<file path="config.mk">
export PLATFORM = sky130hd
export DESIGN_NAME = idle_slot_enforcer
export DESIGN_NICKNAME = d
export VERILOG_FILES = /design/src/rtl/idle_slot_pkg.sv /design/src/rtl/slot_history.sv /design/src/rtl/window_counter.sv /design/src/rtl/grant_gate.sv /design/src/rtl/idle_slot_enforcer.sv
export SDC_FILE = /design/constraint.sdc
export NUM_CORES = 1
export LEC_CHECK = 0
export BUFFER_PORTS_ARGS = -buffer_cell sky130_fd_sc_hd__buf_2
export CORE_MARGIN = 2
export CORE_UTILIZATION = 55
export CTS_CLUSTER_SIZE = 12
export DETAILED_ROUTE_END_ITERATION = 12
export GPL_TIMING_DRIVEN = 0
export HOLD_SLACK_MARGIN = 0.03
export PLACE_DENSITY = 0.75
export SYNTH_ARGS = -nofsm -noshare
export SYNTH_HDL_FRONTEND = slang
export SYNTH_SLANG_ARGS = --single-unit
</file>
<file path="constraint.sdc">
create_clock -name clk -period 3.3 [get_ports clk]
set_input_delay 0.66 -clock clk [delete_from_list [all_inputs] [get_ports clk]]
set_output_delay 0.66 -clock clk [all_outputs]
set_load 0.05 [all_outputs]
</file>
<file path="src/rtl/idle_slot_pkg.sv">
package idle_slot_pkg;

  typedef enum logic [1:0] {
    SLOT_IDLE   = 2'd0,
    SLOT_FORCED = 2'd1,
    SLOT_SHARED = 2'd2,
    SLOT_BUSY   = 2'd3
  } slot_kind_t;

  function automatic logic kind_is_usable(input slot_kind_t k);
    return k != SLOT_BUSY;
  endfunction

endpackage

</file>
<file path="src/rtl/slot_history.sv">
module slot_history #(
  parameter int DEPTH = 26
) (
  input  logic             clk,
  input  logic             rst_n,
  input  logic             usable_in,
  output logic [DEPTH-1:0] flags,
  output logic             oldest
);

  logic [DEPTH-1:0] stage_q;

  always_ff @(posedge clk) begin
    if (!rst_n) stage_q[0] <= 1'b1;
    else        stage_q[0] <= usable_in;
  end

  for (genvar g = 1; g < DEPTH; g++) begin : g_stage
    always_ff @(posedge clk) begin
      if (!rst_n) stage_q[g] <= 1'b1;
      else        stage_q[g] <= stage_q[g-1];
    end
  end

  assign flags  = stage_q;
  assign oldest = stage_q[DEPTH-1];

endmodule

</file>
<file path="src/rtl/window_counter.sv">
module window_counter #(
  parameter int SLOTS_Y    = 26,
  parameter int MIN_FREE_X = 1,
  localparam int CW = $clog2(SLOTS_Y + 1)
) (
  input  logic          clk,
  input  logic          rst_n,
  input  logic          usable_in,
  input  logic          oldest,
  output logic [CW-1:0] win_cnt,
  output logic [CW-1:0] tail_cnt
);

  logic [CW-1:0] cnt_q;

  always_ff @(posedge clk) begin
    if (!rst_n) cnt_q <= CW'(SLOTS_Y);
    else        cnt_q <= cnt_q + CW'(usable_in) - CW'(oldest);
  end

  assign win_cnt  = cnt_q;
  assign tail_cnt = cnt_q - CW'(oldest);

  assert_min_usable_R2: assert property (@(posedge clk) disable iff (!rst_n)
    (cnt_q >= CW'(MIN_FREE_X)) && (cnt_q <= CW'(SLOTS_Y)));

endmodule

</file>
<file path="src/rtl/grant_gate.sv">
module grant_gate
  import idle_slot_pkg::*;
#(
  parameter int SLOTS_Y    = 26,
  parameter int MIN_FREE_X = 1,
  localparam int CW = $clog2(SLOTS_Y + 1)
) (
  input  logic          clk,
  input  logic          rst_n,
  input  logic          in_valid,
  input  logic          no_conflict,
  input  logic [CW-1:0] tail_cnt,
  output logic          in_ready,
  output logic          issue,
  output logic          usable
);

  slot_kind_t kind;
  logic       room;

  assign room     = tail_cnt >= CW'(MIN_FREE_X);
  assign in_ready = no_conflict | room;
  assign issue    = in_valid & in_ready;

  always_comb begin
    if (!in_valid)        kind = SLOT_IDLE;
    else if (no_conflict) kind = SLOT_SHARED;
    else if (!room)       kind = SLOT_FORCED;
    else                  kind = SLOT_BUSY;
  end

  assign usable = kind_is_usable(kind);

  logic [CW-1:0] run_q;
  always_ff @(posedge clk) begin
    if (!rst_n)                                run_q <= '0;
    else if (issue && !no_conflict)            run_q <= (run_q == CW'(SLOTS_Y)) ? run_q : run_q + 1'b1;
    else                                       run_q <= '0;
  end

  assert_busy_run_R7: assert property (@(posedge clk) disable iff (!rst_n)
    run_q <= CW'(SLOTS_Y - MIN_FREE_X));

endmodule

</file>
<file path="src/rtl/idle_slot_enforcer.sv">
module idle_slot_enforcer #(
  parameter int SLOTS_Y    = 26,
  parameter int MIN_FREE_X = 1,
  localparam int CW = $clog2(SLOTS_Y + 1)
) (
  input  logic          clk,
  input  logic          rst_n,
  input  logic          in_valid,
  output logic          in_ready,
  input  logic          no_conflict,
  output logic          mem_issue,
  output logic [CW-1:0] win_usable
);

  logic               usable;
  logic               oldest;
  logic [SLOTS_Y-1:0] flags;
  logic [CW-1:0]      tail_cnt;
  logic [CW-1:0]      win_cnt;

  grant_gate #(.SLOTS_Y(SLOTS_Y), .MIN_FREE_X(MIN_FREE_X)) u_gate (
    .clk(clk), .rst_n(rst_n), .in_valid(in_valid), .no_conflict(no_conflict),
    .tail_cnt(tail_cnt), .in_ready(in_ready), .issue(mem_issue), .usable(usable)
  );

  slot_history #(.DEPTH(SLOTS_Y)) u_hist (
    .clk(clk), .rst_n(rst_n), .usable_in(usable), .flags(flags), .oldest(oldest)
  );

  window_counter #(.SLOTS_Y(SLOTS_Y), .MIN_FREE_X(MIN_FREE_X)) u_cnt (
    .clk(clk), .rst_n(rst_n), .usable_in(usable), .oldest(oldest),
    .win_cnt(win_cnt), .tail_cnt(tail_cnt)
  );

  assign win_usable = win_cnt;

  assert_cnt_matches_R8: assert property (@(posedge clk) disable iff (!rst_n)
    win_cnt == CW'($countones(flags)));

  assert_shared_usable_R4: assert property (@(posedge clk) disable iff (!rst_n)
    no_conflict |=> win_cnt == $past(tail_cnt) + 1'b1);

  assert_idle_usable_R5: assert property (@(posedge clk) disable iff (!rst_n)
    !in_valid |=> win_cnt == $past(tail_cnt) + 1'b1);

  assert_stall_resolves_R9: assert property (@(posedge clk) disable iff (!rst_n)
    (in_valid && !in_ready) |=> win_cnt == $past(tail_cnt) + 1'b1);

endmodule

</file>
* After elaboration in Yosys (flattened, before gate mapping)
Index checks and enable logic that the tools add are counted.
** Storage, ports and cells
- Output and inout bits :: 7
- Memory bits (read-only) :: 0
- Memory bits (writable) :: 0
- Register bits :: 31
- Bits in latches :: 0
- Input bits :: 4
- Memories kept :: 0
** Operators by class
- Multipliers :: 0
- Add/subtract/negate cells :: 3
- Shift operators :: 0
- Mux-type cells :: 3
- Divide/modulo/power cells :: 0
- Reductions and logical operators :: 0
- Bitwise gates (word level) :: 2
- Equal/unequal tests :: 1
- $lt $le $gt $ge :: 1
** Operators with widths (number)
- 5-bit by 1-bit subtractor with 5-bit output :: 2
- 2-bit 2-to-1 mux :: 3
- 5-bit by 1-bit adder with 5-bit output :: 1
- 5-bit by 1-bit >= comparator with 1-bit output (second input constant) :: 1
- 2-bit inequality test (second input constant) :: 1
- 1-bit AND :: 1
- 1-bit OR :: 1

* Depth between registers and ports, before layout
Gate-level depths: netlist of run 1.
- Depth after elaboration :: 8
- Depth in mapped cells :: 14
- Gate-level depth less buffers :: 14

* By module
Synthesis of run 1 repeated with hierarchy kept, for this count alone.
** Second synthesis, totals
- Cells, all modules :: 106
- Area total of the unflattened synthesis :: 1162.4 um^2
** By module, submodules not included
- slot_history :: area each 706.9 um^2, times used 1, sequential area each 520.5 um^2, cells each 55
- window_counter :: area each 417.9 um^2, times used 1, sequential area each 100.1 um^2, cells each 45
- grant_gate :: area each 37.5 um^2, times used 1, sequential area each 0.0 um^2, cells each 6

* Worst setup path after synthesis of run 1
Ideal clock, no wire load.
- Kind :: register to output
- Start point :: register u_cnt.cnt_q[0], in the netlist u_cnt.win_cnt[0]
- End point :: output port mem_issue
- Data arrival time :: 2.640 ns
- Cell stages (with the launch flop) :: 7
- Path buffers :: 0
- Slack :: 0.000 ns
- Cells stage by stage :: dfxtp_1 > inv_1 > ha_1 > ha_1 > and3_1 > o22a_1 > a21boi_0
** Between the ends
- Cells in the longest elaborated chain, start to end :: 4
** Ends and longest elaborated chain
- start: declaration :: line window_counter.sv:14 : logic [CW-1:0] cnt_q;
- start signal: assignment :: line window_counter.sv:17 : if (!rst_n) cnt_q <= CW'(SLOTS_Y);
- start signal: assignment :: line window_counter.sv:18 : else cnt_q <= cnt_q + CW'(usable_in) - CW'(oldest);
- 5-bit by 1-bit subtractor with 5-bit output :: line window_counter.sv:22 : assign tail_cnt = cnt_q - CW'(oldest);
- 5-bit by 1-bit >= comparator with 1-bit output :: line grant_gate.sv:21 : assign room = tail_cnt >= CW'(MIN_FREE_X);
- 1-bit OR :: line grant_gate.sv:22 : assign in_ready = no_conflict | room;
- 1-bit AND :: line grant_gate.sv:23 : assign issue = in_valid & in_ready;
- end: declaration :: line idle_slot_enforcer.sv:11 : output logic mem_issue,
No other way between the ends.

* Final worst setup path of run 1
- Start point :: register u_cnt.cnt_q[0], in the netlist u_cnt.win_cnt[0]
- End point :: register u_cnt.cnt_q[4], in the netlist u_cnt.win_cnt[4]
** Between the ends
- Cells in the longest elaborated chain, start to end :: 8
** Ends and longest elaborated chain
- 5-bit by 1-bit subtractor with 5-bit output :: line window_counter.sv:22
- 5-bit by 1-bit >= comparator with 1-bit output :: line grant_gate.sv:21
- 2-bit 2-to-1 mux :: line grant_gate.sv:28 : else if (!room) kind = SLOT_FORCED;
- 2-bit 2-to-1 mux :: line grant_gate.sv:27 : else if (no_conflict) kind = SLOT_SHARED;
- 2-bit 2-to-1 mux :: line grant_gate.sv:26 : if (!in_valid) kind = SLOT_IDLE;
- 2-bit inequality test :: line idle_slot_pkg.sv:11 : return k != SLOT_BUSY;
- 5-bit by 1-bit adder with 5-bit output * :: line window_counter.sv:18
- 5-bit by 1-bit subtractor with 5-bit output * :: line window_counter.sv:18
Every way passes the cells marked *; elsewhere a longest branch is shown, timed or not.
A chain may end at the register's enable or synchronous reset.

==> flow_summary.yaml, run 1 <==
outcome:
  status: "complete, no violations"
power_and_ir_drop:
  total_power_mw: 0.859
  vdd_ir_drop_max_uv: 436
  clockPowerShare_pct: 27.7
  power.switching_mw: 0.265
  p_per_area_nw_per_um2: 668
  p_leak_nw: 0.555
  power_frac_comb_pct: 24.5
  power.internal_mw: 0.594
  swShare_pct: 30.9
  p_seq_share_pct: 47.8
synth:
  synth_cells: 106
  ys_seq_area_share_pct: 54.7
  ys_warn_count: 0
  syn_area_per_cell_um2: 10.7
  synthFlopType: "dfxtp_1"
  async_flop_share_pct: 0
  synth.distinct_cells: 23
  synthTopCellsByCount: "dfxtp_1 (31), nand2b_1 (26), ha_1 (9), inv_1 (9), nand2_1 (6)"
  synth.area.top_cells: "dfxtp_1 (55%), nand2b_1 (14%), ha_1 (9.9%), inv_1 (3.0%), a21oi_1 (2.2%)"
  syn_area_um2: 1130
  synth-edff-count: 0
  synth_top_area_share_pct: 54.7
  synth_nets: 120
  synth_top_cell_by_area: "dfxtp_1"
  yosysMostFrequentCell: "dfxtp_1"
  synth_seq_cells: 31
place:
  post-dp-hpwl_um: 1240
  place.port_buffers: 10
  finalWeightedCongestion: 0.770
grt:
  met2_usage_pct: 24.5
  grtUsageTotal_pct: 15.6
  grt_use_met3_pct: 7.36
  grt_pass1_vias: 687
  grt.overflow.total: 0
  grt_antenna_before_repair: 0
  grt_pass1_wl_um: 2840
  top_usage_layer: "met2"
  grt_max_degree: 11
  grt.met1_usage_pct: 18.7
floorplan:
  die_area_um2: 2440
  die_w_um: 49.4
  die_h_um: 49.4
  rows: 16
  core_um2: 1960
  io_pins: 11
  initial_core_util_pct: 57.8
critical_path:
  worst_path_largest_cell_delay_ns: 0.36
  worst_ep_arrival_time_ns: 3.26
  cp_common_cell: "ha_1"
  critPathMaxFanout: 4
  end_kind: "flop"
  cp-start-kind: "flop"
  required_ns: 3.52
  crit_slowest_cell: "dfxtp_1"
  worstSetupPathType: "flop to flop"
  path_cells: "inv_1, ha_1, ha_1, xor2_1, nor3_1, a21oi_1, ha_1, inv_1, ha_1, inv_1, fa_1, o21bai_1, a2111oi_0, o21ba_1"
clock_network:
  cts_resized: 0
  hold_buffers: 0
  root_buffer: "clkbuf_4"
  clk_pin_slew_worst_paths_ns: 0.09
  cts_tree: "done"
  htree_num_levels: 2
  cts_max_path_buffers: 2
  clk_latency_ns: 0.31
  cts.sinks: 31
  cts_setup_buffers: 0
  numCtsBuffers: 5
run:
  maxCapViolCount: 0
cells_and_area:
  antennaDiodeCount: 0
  drive_gt1_share_pct: 15.3
  fin_nets: 137
  areaGrowthSynthToFinish_pct: 13.5
routing:
  drt.antenna.violating_nets: 0
  post-route-drc-count: 0
  initialDrtViolationCount: 12
  vias: 701
  first_pass_iters: 4
  wl_per_cell_um: 10.4
  vias_per_cell: 4.64
  wirelength_um: 1570
timing:
  worstMarginPinSlew_ns: 0.383
  finalCriticalPeriod_ns: 3.04
  maxSlewViolCount: 0
  setup_tns_ns: 0
  skew_ns: 0.00688
  finalCritPeriodShare_pct: 92.2
  hold_viol: 0
  finalSetupViolCount: 0
  rsz0062_at_grt: "no"
  relSlewSlack_pct: 74.5
  max_freq_mhz: 329
min_path:
  hold_class: "flop to flop"
[final timing paths]
kind,startpoint,endpoint,slack (ns),cells past startpoint
setup reg to reg,u_cnt.win_cnt[0],u_cnt.win_cnt[4],0.26,14
setup / recovery,u_cnt.win_cnt[0],u_cnt.win_cnt[4],0.26,14
hold / removal,u_hist.flags[24],u_hist.oldest,0.41,1
hold reg to reg,u_hist.flags[24],u_hist.oldest,0.41,1
[sequential cells by signal (all words and copies together) (netlist names)]
| register | count |
|---|---|
| u_hist.flags | 25 |
| u_hist.oldest | 1 |
| u_cnt.win_cnt | 5 |
[worst max-delay path: cells and delay by family, from the launching register on]
family / cells / cell delay (ns)
adder cells (fa/ha/maj): 5 / 1.12
AO/OA/AOI/OAI: 4 / 0.79
flip-flops: 1 / 0.36
AND/OR/NAND/NOR: 1 / 0.34
XOR/XNOR: 1 / 0.17
buffers and inverters: 3 / 0.16
[area by class of cell]
class                   count  area [um2]
flip-flops and latches     31         621
well taps                  27        33.8
clock buffers               8        68.8
plain buffers               3        11.3
repair buffers             10        50.0
fillers                   184         676
inverters                   9        33.8
multi-input cells          63         468
[power groups by stage]
stage	Sequential, mW	Combinational, mW	Clock [mW]
CTS	0.411	0.212	0.249
global placement	0.419	0.206	0
detailed placement	0.420	0.211	0
floorplan	0.469	0.118	0
finish	0.410	0.211	0.238
global route	0.414	0.237	0.262
[cells in the final DEF (no fill, tap or decap)]
| cell type | Yosys | routed |
|---|---|---|
| dfxtp_1 | 31 | 31 |
| nand2b_1 | 26 | 26 |
| buf_2 | 0 | 10 |
| inv_1 | 9 | 9 |
| ha_1 | 9 | 9 |
| nand2_1 | 6 | 6 |
| a21oi_1 | 5 | 5 |
| clkbuf_4 | 0 | 5 |
| clkbuf_1 | 2 | 3 |
| o21bai_1 | 2 | 2 |
| xnor2_1 | 2 | 2 |
| clkbuf_8 | 0 | 2 |
| and3_2 | 1 | 1 |
| and3_1 | 1 | 1 |
| o22a_1 | 1 | 1 |
| xor2_1 | 1 | 1 |
| nor3_1 | 1 | 1 |
| a21boi_0 | 1 | 1 |
| buf_1 | 1 | 1 |
| a211o_1 | 1 | 1 |
| a2111oi_0 | 1 | 1 |
| o21ba_1 | 1 | 1 |
| mux2_2 | 1 | 1 |
| nor2_1 | 1 | 1 |
| and2_1 | 1 | 1 |
| fa_1 | 1 | 1 |
[stage by stage]
stage	util [%]	hold WS, ns	instance area (um2)	std cells	setup slack (ns)
floorplan	-	0.386	1130	106	0.000109
global placement	62.1	0.391	1220	143	0.332
detailed placement	62.1	0.392	1220	143	0.229
CTS	65.6	0.416	1290	151	0.221
global route	65.6	0.435	1290	151	0.0166
finish	65.6	0.406	1290	151	0.259
[logic make-up after synthesis]
family	Yosys count	share of synthesized area, %
AND/OR/NAND/NOR	37	18.9
flip-flops	31	54.7
AO/OA/AOI/OAI	12	7.40
buffers and inverters	12	3.97
adder cells (fa/ha/maj)	10	11.7
XOR/XNOR	3	2.32
multiplexers	1	0.993
[metal layers]
metal	share of wire [%]	wire, um	vias to the layer above
met2	46	722	10
met5	0	0	-
met3	4.7	73	2
met4	0.83	13	0
li1	-	-	371
met1	48	759	318
Power figures use the tool's default switching activity.
==> run 2, diff against run 1 <==
--- a/config.mk
+++ b/config.mk
@@ -5,7 +5,7 @@
 export SDC_FILE = /design/constraint.sdc
 export NUM_CORES = 1
 export LEC_CHECK = 0
-export BUFFER_PORTS_ARGS = -buffer_cell sky130_fd_sc_hd__buf_2
+export BUFFER_PORTS_ARGS = -buffer_cell sky130_fd_sc_hd__clkbuf_2
 export CORE_MARGIN = 2
 export CORE_UTILIZATION = 55
 export CTS_CLUSTER_SIZE = 12
==> run 2 against run 1 <==
- sequential cell count did not move
- register-to-register slack improved by 0.05 ns
- routed wire length up 4.5%
- clock power shrank 12%
- via count increased by 2.6%
- die area did not move
- final area fell by 0.58%
- count of clock-buffer cells in the layout decreased by 2
- critical path type unchanged
- highest routed layer unchanged
==> flow_summary.yaml, run 2 (synthesis gave the netlist of run 1 again) <==
clock_network:
  numCtsBuffers: 5
  clk_pin_slew_worst_paths_ns: 0.09
  clk_latency_ns: 0.31
  cts_max_path_buffers: 2
  cts.sinks: 31
  root_buffer: "clkbuf_4"
  htree_num_levels: 2
  cts_tree: "done"
timing:
  skew_ns: 0.00907
  hold_ws_ns: 0.410
  setup_tns_ns: 0
  relSlewSlack_pct: 73.9
  hold_viol: 0
  finalSetupViolCount: 0
  rsz0062_at_grt: "no"
  maxSlewViolCount: 0
  max_freq_mhz: 334
  finalCritPeriodShare_pct: 90.7
  finalCriticalPeriod_ns: 2.99
  worstMarginPinSlew_ns: 0.391
  fin_ws_ns: 0.307
run:
  maxCapViolCount: 0
cells_and_area:
  final_common_cell: "dfxtp_1"
  fin_nets: 137
  nFillCells: 177
  drive_gt1_share_pct: 16.3
  antennaDiodeCount: 0
  layout_common_cells: "dfxtp_1 (31), nand2b_1 (26), clkbuf_2 (10)"
  seqCellArea_um2: 621
  areaGrowthSynthToFinish_pct: 12.8
  final_area_um2: 1280
  largest_reg_flops: 25
  multi_input_area_um2: 473
floorplan:
  core_um2: 1960
  initial_core_util_pct: 57.8
  rows: 16
  die_w_um: 49.4
  io_pins: 11
  die_area_um2: 2440
  die_h_um: 49.4
critical_path:
  cp_common_cell: "ha_1"
  worstSetupPathType: "flop to flop"
  cp-start-kind: "flop"
  path_depth: 14
  critPathMaxFanout: 4
  path_delay_family: "adder cells"
  path_cells: "inv_1, ha_1, ha_1, xor2_1, nor3_2, a21oi_1, ha_1, inv_1, ha_1, inv_1, fa_1, o21bai_1, a2111oi_0, o21ba_1"
  worst_path_largest_cell_delay_ns: 0.39
  required_ns: 3.52
  worst_ep_arrival_time_ns: 3.21
  r2r_cells: 14
  cp_num_buf_inv: 3
  end_kind: "flop"
  crit_slowest_cell: "a2111oi_0"
routing:
  drt.antenna.violating_nets: 0
  vias: 719
  wirelength_um: 1640
  initialDrtViolationCount: 12
  vias_per_cell: 4.79
  wl_per_cell_um: 10.9
  first_pass_iters: 4
  post-route-drc-count: 0
place:
  place.port_buffers: 10
  pre_cts_slack_ns: 0.125
  place_area_um2: 1220
  finalWeightedCongestion: 0.751
  post-dp-hpwl_um: 1270
min_path:
  min_path_cells: 1
  hold_class: "flop to flop"
power_and_ir_drop:
  p_per_area_nw_per_um2: 654
  p_leak_nw: 0.556
  vdd_ir_drop_max_uv: 543
grt:
  grt_pass1_wl_um: 2940
  grt_max_degree: 11
  grtUsageTotal_pct: 16.4
  grt_pass1_vias: 708
  grt.overflow.total: 0
  grt_antenna_before_repair: 0
outcome:
  status: "complete, no violations"
## run 2: through the flow
stage	power (mW)	utilization, %	std cells
4_1_cts	0.843	64.9	150
3_5_place_dp	0.633	62.1	143
6_report	0.836	65.2	150
5_1_grt	0.890	65.2	150
2_1_floorplan	0.587	-	106
3_3_place_gp	0.626	62.1	143
## run 2: worst paths after layout
kind,startpoint,to,slack [ns]
setup / recovery,u_cnt.win_cnt[0],u_cnt.win_cnt[4],0.31
hold / removal,u_hist.flags[9],u_hist.flags[10],0.41
setup reg to reg,u_cnt.win_cnt[0],u_cnt.win_cnt[4],0.31
hold reg to reg,u_hist.flags[9],u_hist.flags[10],0.41
## run 2: cell type report
class	instances	area share, %
multi-input combinational	63	37.0
inverter	9	2.64
clock buffer	6	4.01
timing repair buffer	10	3.91
clock inverter	1	0.391
buffer	3	0.881
tap	27	2.64
sequential	31	48.5
## run 2: power breakdown
part / internal (mW) / switching [mW]
sequential: 0.391 / 0.0204
combinational: 0.0778 / 0.138
clock: 0.0985 / 0.110
total: 0.568 / 0.268
## run 2: what timing repair did
item,4_1_cts,5_1_grt
endpoints found under the setup margin,0,1
hold endpoints to repair,0,0
resized for setup,0,1
hold buffers,0,0
buffers inserted,0,0
## run 2: metal layers
metal,vias up,track usage [%],wire length (um)
met2,15,27.7,775
li1,373,-,-
met4,0,8.33,18
met3,2,5.52,92
met5,-,0,0
met1,329,18.3,753
## run 2: worst register-to-register path, cell delays in order, from the launching register on
cell       delay (ns)
dfxtp_1          0.37
inv_1            0.05
ha_1             0.22
ha_1             0.23
xor2_1           0.18
nor3_2           0.29
a21oi_1          0.12
ha_1             0.28
inv_1            0.03
ha_1             0.18
inv_1            0.07
fa_1             0.20
o21bai_1         0.11
a2111oi_0        0.39
o21ba_1          0.19
==> run 3, diff against run 2 <==
--- a/config.mk
+++ b/config.mk
@@ -6,13 +6,15 @@
 export NUM_CORES = 1
 export LEC_CHECK = 0
 export BUFFER_PORTS_ARGS = -buffer_cell sky130_fd_sc_hd__clkbuf_2
+export CAP_MARGIN = 25
+export CORE_ASPECT_RATIO = 0.9
 export CORE_MARGIN = 2
 export CORE_UTILIZATION = 55
 export CTS_CLUSTER_SIZE = 12
 export DETAILED_ROUTE_END_ITERATION = 12
 export GPL_TIMING_DRIVEN = 0
 export HOLD_SLACK_MARGIN = 0.03
-export PLACE_DENSITY = 0.75
+export PLACE_DENSITY = 0.77
 export SYNTH_ARGS = -nofsm -noshare
 export SYNTH_HDL_FRONTEND = slang
 export SYNTH_SLANG_ARGS = --single-unit
==> run 3 against run 2 <==
- sequential share of layout area rose by 0.19 points
- final area fell by 0.39%
- non-clock buffer count did not move
- via count fell by 3.8%
- first-iteration DRC count fell by 42%
- clock power fell by 3%
- sequential power barely moved
- setup slack improved by 0.013 ns
- critical path type unchanged
- highest routed layer unchanged
==> flow_summary.yaml, run 3 (synthesis gave the netlist of run 1 again) <==
outcome:
  status: "complete, no violations"
grt:
  grtUsageTotal_pct: 15.8
  grt.overflow.total: 0
  grt_max_degree: 11
  grt_antenna_before_repair: 0
  grt_pass1_vias: 652
  grt_pass1_wl_um: 2630
clock_network:
  cts.sinks: 31
  root_buffer: "clkbuf_4"
  htree_num_levels: 2
  clk_latency_ns: 0.32
  numCtsBuffers: 5
  clk_pin_slew_worst_paths_ns: 0.09
  cts_tree: "done"
  hold_buffers: 0
  cts_max_path_buffers: 2
routing:
  post-route-drc-count: 0
  vias_per_cell: 4.64
  wl_per_cell_um: 11.1
  drt.antenna.violating_nets: 0
  first_pass_iters: 4
  initialDrtViolationCount: 7
  dr_wl_met3_um: 76
  vias: 692
  wirelength_um: 1650
  dr.max_layer_used: "met4"
  drt-met1-wl_um: 843
  wl_met2_um: 717
power_and_ir_drop:
  power_frac_comb_pct: 25.9
  clockPowerShare_pct: 24.4
  p_per_area_nw_per_um2: 650
  power.switching_mw: 0.277
  p_leak_nw: 0.550
  power.internal_mw: 0.551
  swShare_pct: 33.4
  vdd_ir_drop_max_uv: 407
  p_seq_share_pct: 49.7
timing:
  finalSetupViolCount: 0
  rsz0062_at_grt: "no"
  hold_ws_ns: 0.414
  max_freq_mhz: 336
  fin_ws_ns: 0.320
  finalCritPeriodShare_pct: 90.3
  relSlewSlack_pct: 73.3
  hold_viol: 0
  finalCriticalPeriod_ns: 2.98
  worstMarginPinSlew_ns: 0.400
  skew_ns: 0.00672
  maxSlewViolCount: 0
  setup_tns_ns: 0
critical_path:
  worst_ep_arrival_time_ns: 3.20
  end_kind: "flop"
  worstSetupPathType: "flop to flop"
  cp-start-kind: "flop"
  r2r_cells: 14
  critPathMaxFanout: 4
  required_ns: 3.52
cells_and_area:
  antennaDiodeCount: 0
  final_common_cell: "dfxtp_1"
  largest_reg_flops: 25
  layout_common_cells: "dfxtp_1 (31), nand2b_1 (26), clkbuf_2 (10)"
  drive_gt1_share_pct: 16.1
  post-route-util_pct: 65.9
  final_area_um2: 1270
  fin_nets: 137
  areaGrowthSynthToFinish_pct: 12.4
place:
  place.port_buffers: 10
  finalWeightedCongestion: 0.830
  place_area_um2: 1210
  post-dp-hpwl_um: 1210
  pre_cts_slack_ns: 0.180
min_path:
  hold_class: "flop to flop"
  min_path_cells: 1
floorplan:
  die_area_um2: 2440
  rows: 15
  die_h_um: 47.1
  io_pins: 11
  die_w_um: 51.9
  core_um2: 1930
  initial_core_util_pct: 58.6
run:
  maxCapViolCount: 0
==> run 3: changes by cell type in the layout (fill, tap and decap cells not counted), sizes merged <==
cell / change
clkinvlp: +1
==> run 3: worst paths after layout <==
kind                            slack [ns]        startpoint          endpoint
worst max-delay path                  0.32  u_cnt.win_cnt[0]  u_cnt.win_cnt[4]
worst min-delay path                  0.41  u_hist.flags[24]     u_hist.oldest
worst max register to register        0.32  u_cnt.win_cnt[0]  u_cnt.win_cnt[4]
worst min register to register        0.41  u_hist.flags[24]     u_hist.oldest
==> run 3: timing repair <==
item                       4_1_cts  5_1_grt
buffers inserted                 0        0
resized for setup                0        1
hold endpoints to repair         0        0
setup endpoints to repair        0        1
==> run 3: through the flow <==
| stage | instances | power (mW) |
|---|---|---|
| after floorplan | 106 | 0.587 |
| after CTS | 149 | 0.836 |
| after global routing | 149 | 0.878 |
| final | 149 | 0.828 |
| after global placement | 141 | 0.624 |
| after detailed placement | 141 | 0.634 |
==> run 3: per-layer routing <==
layer | global-route usage, % | vias to the layer above
met5 | 0 | -
li1 | - | 371
met1 | 18.9 | 304
met4 | 7.89 | 0
met2 | 24.3 | 15
met3 | 7.64 | 2
==> run 3: final cells by class <==
cell class	count	area, um2
Sequential cell	31	621
Tap cell	25	31.3
Timing Repair Buffer	10	50.0
Clock inverter	2	12.5
Inverter	9	33.8
Clock buffer	6	41.3
Multi-Input combinational cell	63	473
Buffer	3	11.3
Fill cell	152	659
==> run 3: power groups by stage <==
stage	clock network, mW	logic, mW	registers (mW)
3_3_place_gp	0	0.205	0.419
4_1_cts	0.211	0.214	0.411
3_5_place_dp	0	0.213	0.420
2_1_floorplan	0	0.118	0.469
5_1_grt	0.225	0.238	0.414
6_report	0.202	0.214	0.412
==> run 3: critical path: stages, from the launching register on <==
cell	delay, ns
dfxtp_1	0.38
inv_1	0.06
ha_1	0.22
ha_1	0.22
xor2_1	0.17
nor3_2	0.24
a21oi_1	0.12
ha_1	0.28
inv_1	0.04
ha_1	0.18
inv_1	0.07
fa_1	0.20
o21bai_1	0.11
a2111oi_0	0.40
o21ba_1	0.19
